<file path="src/rtl/mbus_pkg.sv">
package mbus_pkg;
  typedef enum logic [2:0] {
    PH_IDLE  = 3'd0,
    PH_ADDR  = 3'd1,
    PH_ASTB  = 3'd2,
    PH_FLOAT = 3'd3,
    PH_DSTB  = 3'd4,
    PH_RECOV = 3'd5
  } phase_e;

  function automatic int imax(input int a, input int b);
    return (a > b) ? a : b;
  endfunction
endpackage

</file>
<file path="src/rtl/mbus_seq.sv">
module mbus_seq
  import mbus_pkg::*;
#(
  parameter int ADDR_CYC = 2,
  parameter int AS_CYC   = 1,
  parameter int FLT_CYC  = 1,
  parameter int RD_CYC   = 3,
  parameter int WR_CYC   = 2,
  parameter int EXT_CYC  = 2,
  parameter int REC_CYC  = 1
) (
  input  logic   clk,
  input  logic   rst_n,
  input  logic   start,
  input  logic   op_rd,
  input  logic   op_ext,
  output phase_e phase,
  output logic   ds_last
);
  localparam int DS_MAX = imax(RD_CYC, WR_CYC) + EXT_CYC;
  localparam int MAXC   = imax(imax(imax(ADDR_CYC, AS_CYC), imax(FLT_CYC, REC_CYC)), DS_MAX);
  localparam int CW     = $clog2(MAXC + 1);

  phase_e        ph_q, ph_n;
  logic [CW-1:0] cnt_q, cnt_n;
  logic [CW-1:0] ds_len;

  always_comb begin
    ds_len = op_rd ? CW'(RD_CYC) : CW'(WR_CYC);
    if (op_ext) ds_len = ds_len + CW'(EXT_CYC);
  end

  always_comb begin
    ph_n  = ph_q;
    cnt_n = cnt_q;
    if (ph_q == PH_IDLE) begin
      if (start) begin
        ph_n  = PH_ADDR;
        cnt_n = CW'(ADDR_CYC - 1);
      end
    end else if (cnt_q != '0) begin
      cnt_n = cnt_q - 1'b1;
    end else begin
      unique case (ph_q)
        PH_ADDR:  begin ph_n = PH_ASTB;  cnt_n = CW'(AS_CYC - 1);  end
        PH_ASTB:  begin ph_n = PH_FLOAT; cnt_n = CW'(FLT_CYC - 1); end
        PH_FLOAT: begin ph_n = PH_DSTB;  cnt_n = ds_len - 1'b1;    end
        PH_DSTB:  begin ph_n = PH_RECOV; cnt_n = CW'(REC_CYC - 1); end
        default:  begin ph_n = PH_IDLE;  cnt_n = '0;               end
      endcase
    end
  end

  always_ff @(posedge clk or negedge rst_n) begin
    if (!rst_n) begin
      ph_q  <= PH_IDLE;
      cnt_q <= '0;
    end else begin
      ph_q  <= ph_n;
      cnt_q <= cnt_n;
    end
  end

  assign phase   = ph_q;
  assign ds_last = (ph_q == PH_DSTB) && (cnt_q == '0);

  // the address phase is entered only from idle
  a_r2_addr_from_idle: assert property (@(posedge clk) disable iff (!rst_n)
    (ph_q == PH_ADDR && $past(ph_q) != PH_ADDR) |-> $past(ph_q) == PH_IDLE);
  // turnaround always sits between address strobe and data strobe
  a_r4_float_before_ds: assert property (@(posedge clk) disable iff (!rst_n)
    (ph_q == PH_DSTB && $past(ph_q) != PH_DSTB) |-> $past(ph_q) == PH_FLOAT);
endmodule

</file>
<file path="src/rtl/mbus_dp.sv">
module mbus_dp
  import mbus_pkg::*;
#(
  parameter int DW = 8,
  parameter int HW = 8,
  localparam int AW = DW + HW
) (
  input  logic          clk,
  input  logic          rst_n,
  input  logic          accept,
  input  logic [AW-1:0] req_addr,
  input  logic [DW-1:0] req_wdata,
  input  logic          req_rd,
  input  logic          req_ext,
  input  phase_e        phase,
  input  logic          ds_last,
  input  logic [DW-1:0] ad_in,
  output logic          op_rd,
  output logic          op_ext,
  output logic [DW-1:0] ad_out,
  output logic          ad_oe,
  output logic [HW-1:0] hi_addr,
  output logic          rw,
  output logic          as_n,
  output logic          ds_n,
  output logic          done,
  output logic [DW-1:0] rdata
);
  logic [AW-1:0] addr_q;
  logic [DW-1:0] wd_q, rd_q;
  logic          rdop_q, ext_q;
  logic          cap_en;
  logic          addr_ph, data_ph;

  assign cap_en = ds_last && rdop_q;

  always_ff @(posedge clk or negedge rst_n) begin
    if (!rst_n) begin
      addr_q <= '0;
      wd_q   <= '0;
      rdop_q <= 1'b1;
      ext_q  <= 1'b0;
    end else if (accept) begin
      addr_q <= req_addr;
      wd_q   <= req_wdata;
      rdop_q <= req_rd;
      ext_q  <= req_ext;
    end
  end

  always_ff @(posedge clk or negedge rst_n) begin
    if (!rst_n)      rd_q <= '0;
    else if (cap_en) rd_q <= ad_in;
  end

  assign addr_ph = (phase == PH_ADDR) || (phase == PH_ASTB);
  assign data_ph = (phase == PH_DSTB) || (phase == PH_RECOV);

  assign op_rd   = rdop_q;
  assign op_ext  = ext_q;
  assign as_n    = (phase != PH_ASTB);
  assign ds_n    = (phase != PH_DSTB);
  assign ad_oe   = addr_ph || (data_ph && !rdop_q);
  assign ad_out  = addr_ph ? addr_q[DW-1:0] : wd_q;
  assign hi_addr = addr_q[AW-1:DW];
  assign rw      = (phase == PH_IDLE) ? 1'b1 : rdop_q;
  assign done    = (phase == PH_RECOV);
  assign rdata   = rd_q;

  // data strobe falls only after strobe high and lines released
  a_r5_ds_after_release: assert property (@(posedge clk) disable iff (!rst_n)
    $fell(ds_n) |-> ($past(as_n) && !$past(ad_oe)));
  // address held on the lines while the address strobe is low
  a_r3_addr_held: assert property (@(posedge clk) disable iff (!rst_n)
    !as_n |-> (ad_oe && $stable(ad_out)));
  // write data still driven after data strobe rises
  a_r6_write_hold: assert property (@(posedge clk) disable iff (!rst_n)
    ($rose(ds_n) && !rw) |-> (ad_oe && $stable(ad_out)));
  // reads never drive the shared lines under the data strobe
  a_r7_read_released: assert property (@(posedge clk) disable iff (!rst_n)
    (!ds_n && rw) |-> !ad_oe);
  // direction steady through strobe and recovery
  a_r9_rw_held: assert property (@(posedge clk) disable iff (!rst_n)
    (!ds_n || done) |-> $stable(rw));
  // completion is a single-cycle pulse
  a_r8_done_single: assert property (@(posedge clk) disable iff (!rst_n)
    done |=> !done);
endmodule

</file>
<file path="src/rtl/mbus_master.sv">
module mbus_master
  import mbus_pkg::*;
#(
  parameter int DW       = 8,
  parameter int HW       = 8,
  parameter int ADDR_CYC = 2,
  parameter int AS_CYC   = 1,
  parameter int FLT_CYC  = 1,
  parameter int RD_CYC   = 3,
  parameter int WR_CYC   = 2,
  parameter int EXT_CYC  = 2,
  parameter int REC_CYC  = 1
) (
  input  logic             clk,
  input  logic             rst_n,
  input  logic             req,
  input  logic             req_rd,
  input  logic             req_ext,
  input  logic [DW+HW-1:0] req_addr,
  input  logic [DW-1:0]    req_wdata,
  output logic             idle,
  output logic             done,
  output logic [DW-1:0]    rdata,
  output logic [HW-1:0]    bus_hi,
  output logic [DW-1:0]    bus_ad_out,
  output logic             bus_ad_oe,
  input  logic [DW-1:0]    bus_ad_in,
  output logic             bus_as_n,
  output logic             bus_ds_n,
  output logic             bus_rw
);
  logic [1:0] rsync_q;
  logic       rst_i_n;
  phase_e     phase;
  logic       ds_last, op_rd, op_ext, accept;

  always_ff @(posedge clk or negedge rst_n) begin
    if (!rst_n) rsync_q <= 2'b00;
    else        rsync_q <= {rsync_q[0], 1'b1};
  end
  assign rst_i_n = rsync_q[1];

  assign idle   = (phase == PH_IDLE);
  assign accept = req && idle;

  mbus_seq #(
    .ADDR_CYC(ADDR_CYC), .AS_CYC(AS_CYC), .FLT_CYC(FLT_CYC),
    .RD_CYC(RD_CYC), .WR_CYC(WR_CYC), .EXT_CYC(EXT_CYC), .REC_CYC(REC_CYC)
  ) u_seq (
    .clk(clk), .rst_n(rst_i_n), .start(accept),
    .op_rd(op_rd), .op_ext(op_ext), .phase(phase), .ds_last(ds_last)
  );

  mbus_dp #(.DW(DW), .HW(HW)) u_dp (
    .clk(clk), .rst_n(rst_i_n), .accept(accept),
    .req_addr(req_addr), .req_wdata(req_wdata), .req_rd(req_rd), .req_ext(req_ext),
    .phase(phase), .ds_last(ds_last), .ad_in(bus_ad_in),
    .op_rd(op_rd), .op_ext(op_ext),
    .ad_out(bus_ad_out), .ad_oe(bus_ad_oe), .hi_addr(bus_hi), .rw(bus_rw),
    .as_n(bus_as_n), .ds_n(bus_ds_n), .done(done), .rdata(rdata)
  );

  // strobes never overlap at the pins
  a_r9_no_overlap: assert property (@(posedge clk) disable iff (!rst_i_n)
    !(!bus_as_n && !bus_ds_n));
  // a taken request clears idle on the next cycle
  a_r2_busy_after_accept: assert property (@(posedge clk) disable iff (!rst_i_n)
    accept |=> !idle);
endmodule

</file>
<file path="config.mk">
export PLATFORM = sky130hd
export DESIGN_NAME = mbus_master
export DESIGN_NICKNAME = d
export VERILOG_FILES = /design/src/rtl/mbus_pkg.sv /design/src/rtl/mbus_seq.sv /design/src/rtl/mbus_dp.sv /design/src/rtl/mbus_master.sv
export SDC_FILE = /design/constraint.sdc
export NUM_CORES = 1
export LEC_CHECK = 0
export ABC_AREA = 1
export BUFFER_PORTS_ARGS = -buffer_cell sky130_fd_sc_hd__buf_2
export CAP_MARGIN = 20
export CORE_UTILIZATION = 50
export DETAILED_ROUTE_END_ITERATION = 16
export GPL_TIMING_DRIVEN = 0
export HOLD_SLACK_MARGIN = 0.03
export PLACE_DENSITY = 0.8
export REMOVE_ABC_BUFFERS = 1
export SYNTH_ARGS = -nofsm -noshare
export SYNTH_HDL_FRONTEND = slang
export SYNTH_SLANG_ARGS = --single-unit
</file>
<file path="constraint.sdc">
create_clock -name clk -period 1.91 [get_ports clk]
set_input_delay 0.4775 -clock clk [delete_from_list [all_inputs] [get_ports clk]]
set_output_delay 0.4775 -clock clk [all_outputs]
set_load 0.1 [all_outputs]
</file>
==> out/qor.csv <==
metric,value,unit
GRT overflow,0,
CP Class,reg2out,
area share of the largest cell type after synthesis,51.35,%
CTS max path bufs,2,
drt first-iter violations,78,
arrival time worst endpoint,1.53,ns
#FFs+latches synth,42,
DRC violations left,0,
routed length per instance,12.90,microns
grt peak-use layer,met2,
max-cap violations,0,
critical path cell sequence,"inv_2, nand3_4, nand2_4, nand2_1, o21ai_2, buf_12",
fmax,499.0,MHz
Root Buffer,clkbuf_8,
first drt pass iteration count,4,
Post-Synthesis Cells,242,
Site Rows,22,
Antenna Nets Post-Route,0,
synthesized cell area,1998,sq um
n_diodes,0,
Setup-failing EPs final,11,
H-tree depth,2,
first-pass GRT wire length,7279,microns
Die W,65.22,microns
"commonest cells after routing, fill and taps aside","104 x nand2_1, 52 x buf_2, 37 x dfrtp_1, 17 x buf_4, 16 x inv_1",
max_slew headroom,44.92,%
CTS tree,built,
Crit-path slowest cell,dfrtp_2,
"Distinct cells, synth",23,
RSZ-0062 raised after global routing,yes,
via/cell ratio,4.954,
Die H,65.22,microns
share of post-route cells with drive strength above 1,39.13,%
Fin. Hold Viols,0,
Placeable Area,3744,sq um
synth warn,0,
syn_area_per_cell,8.257,sq um
die area,4253,sq um
# port buffers,66,
GRT met2 Usage,39.30,%
Critical Path RT,1.43,ns
I/O pins,67,
post-route cell area,2899,sq um
met1 GRT Util,27.35,%
clk_skew,0.006574,ns
Tcrit/Tclk final,104.9,%
detailed placer's ending HPWL,2622,microns
largest cells by area after synthesis,"dfrtp_1 51%, nand2_1 21%, buf_4 3.8%",
Final Max Tran Viols,0,
DP Area,2283,sq um
Least-Margin Pin Slew,0.8262,ns
Max Fanout on Critical Path,6,
slowest cell delay on critical path,0.48,ns
minimum clock period,2.004,ns
failing checks,setup timing,
vias in the first global route,1612,
met3 Resource Use GR,6.076,%
Critical Path End Type,output pin,
final net count,361,
"Clk pin slew, worst setup/hold paths",0.09,ns
final WL,4774,microns
via count,1833,
clock sinks,42,
Final WS setup,-0.09394,ns
"commonest non-fill, non-tap cell in the layout",nand2_1,
gpl congestion,0.8251,
largest net degree at the start of global routing,41,
sequential fraction of the synthesis area,52.66,%
"area leader, netlist",dfrtp_1,
gr usage total,22.92,%
Starting Density,53.38,%
WP buf/inv,2,
Worst-Skew Late Latency,0.30,ns
status,"finished, violations left",
P&R area growth vs syn,45.08,%
CTS Buf Count,5,
Startpoint Class,flop,
antenna violations before repair,0,
Worst path top cell family by delay,flip-flops,
hold crit path type,reg2reg,
==> Yosys cell counts (all sizes together) <==
cell    number
a21oi        3
buf         13
clkbuf       1
conb         1
dfrtp       41
dfstp        1
ha           3
inv         21
nand2      114
nand3       11
nand3b       1
nand4        3
nor2        10
nor3         1
o211ai       1
o21ai       17
==> sequential cells by signal, indices dropped and copies added, names as in the netlist <==
signal	count
u_seq.phase	3
u_dp.op_ext	1
rsync_q	2
u_dp.wd_q	8
u_seq.cnt_q	3
u_dp.op_rd	1
u_dp.addr_q	16
u_dp.rdata	8
==> per-stage QoR <==
step                      util (%)  setup slack [ns]  hold slack (ns)  setup TNS (ns)  cells
after floorplan                  -           -0.7730           0.1819          -7.337    228
after global placement       60.96           -0.2898           0.2640          -3.772    342
after detailed placement     61.00           -0.3100           0.2643          -4.937    342
after CTS                    73.30           -0.1019           0.3535         -0.7567    360
after global routing         77.44           -0.1458           0.3623          -1.296    370
final                        77.44          -0.09394           0.3547         -0.8118    370
==> timing repair <==
item / in CTS / in global routing
setup endpoints to repair: 40 / 43
pin swaps: 4 / 4
gates cloned: 2 / 0
hold endpoints to repair: 2 / 0
hold buffers: 1 / 0
gates resized for setup: 68 / 20
buffers inserted: 7 / 10
==> cell families (layout without fill, tap and decap cells) <==
| family | count (synthesis) | count (layout) | synth area share, % |
|---|---|---|---|
| other | 1 | 1 | 0.1877 |
| AO/OA/AOI/OAI | 21 | 21 | 6.888 |
| AND/OR/NAND/NOR | 140 | 142 | 29.12 |
| buffers and inverters | 35 | 113 | 9.267 |
| flip-flops | 42 | 42 | 52.66 |
| adder cells (fa/ha/maj) | 3 | 3 | 1.879 |
==> worst paths after layout <==
path / from / end / slack, ns / depth (start not counted)
min in group asynchronous: rsync_q[1] / u_dp.addr_q[15] / 0.37 / 0
max: u_seq.phase[0] / bus_ad_out[6] / -0.09 / 6
max reg2reg: u_seq.phase[0] / u_dp.wd_q[5] / 0.15 / 7
max in group asynchronous: rsync_q[1] / u_seq.phase[2] / 0.97 / 0
min: rsync_q[0] / rsync_q[1] / 0.35 / 0
min reg2reg: rsync_q[0] / rsync_q[1] / 0.35 / 0
==> metal layers <==
metal | part of all wire, % | vias to the layer above | routed length, microns
li1 | - | 899 | -
met1 | 43 | 861 | 2072
met2 | 49 | 66 | 2363
met3 | 5.4 | 7 | 257
met4 | 1.7 | 0 | 80
met5 | 0 | - | 0
==> cell type report <==
cell class,count,area (sq um)
inverter,21,91.34
clock buffer,5,68.82
multi-input combinational,167,900.9
tap,48,60.06
timing repair buffer,84,651.9
sequential,42,1057
fill,241,844.6
clock inverter,3,68.82
Power is left out: the tool's default activity adds up to more than one toggle a clock period on the data nets, which glitch-free logic cannot reach.
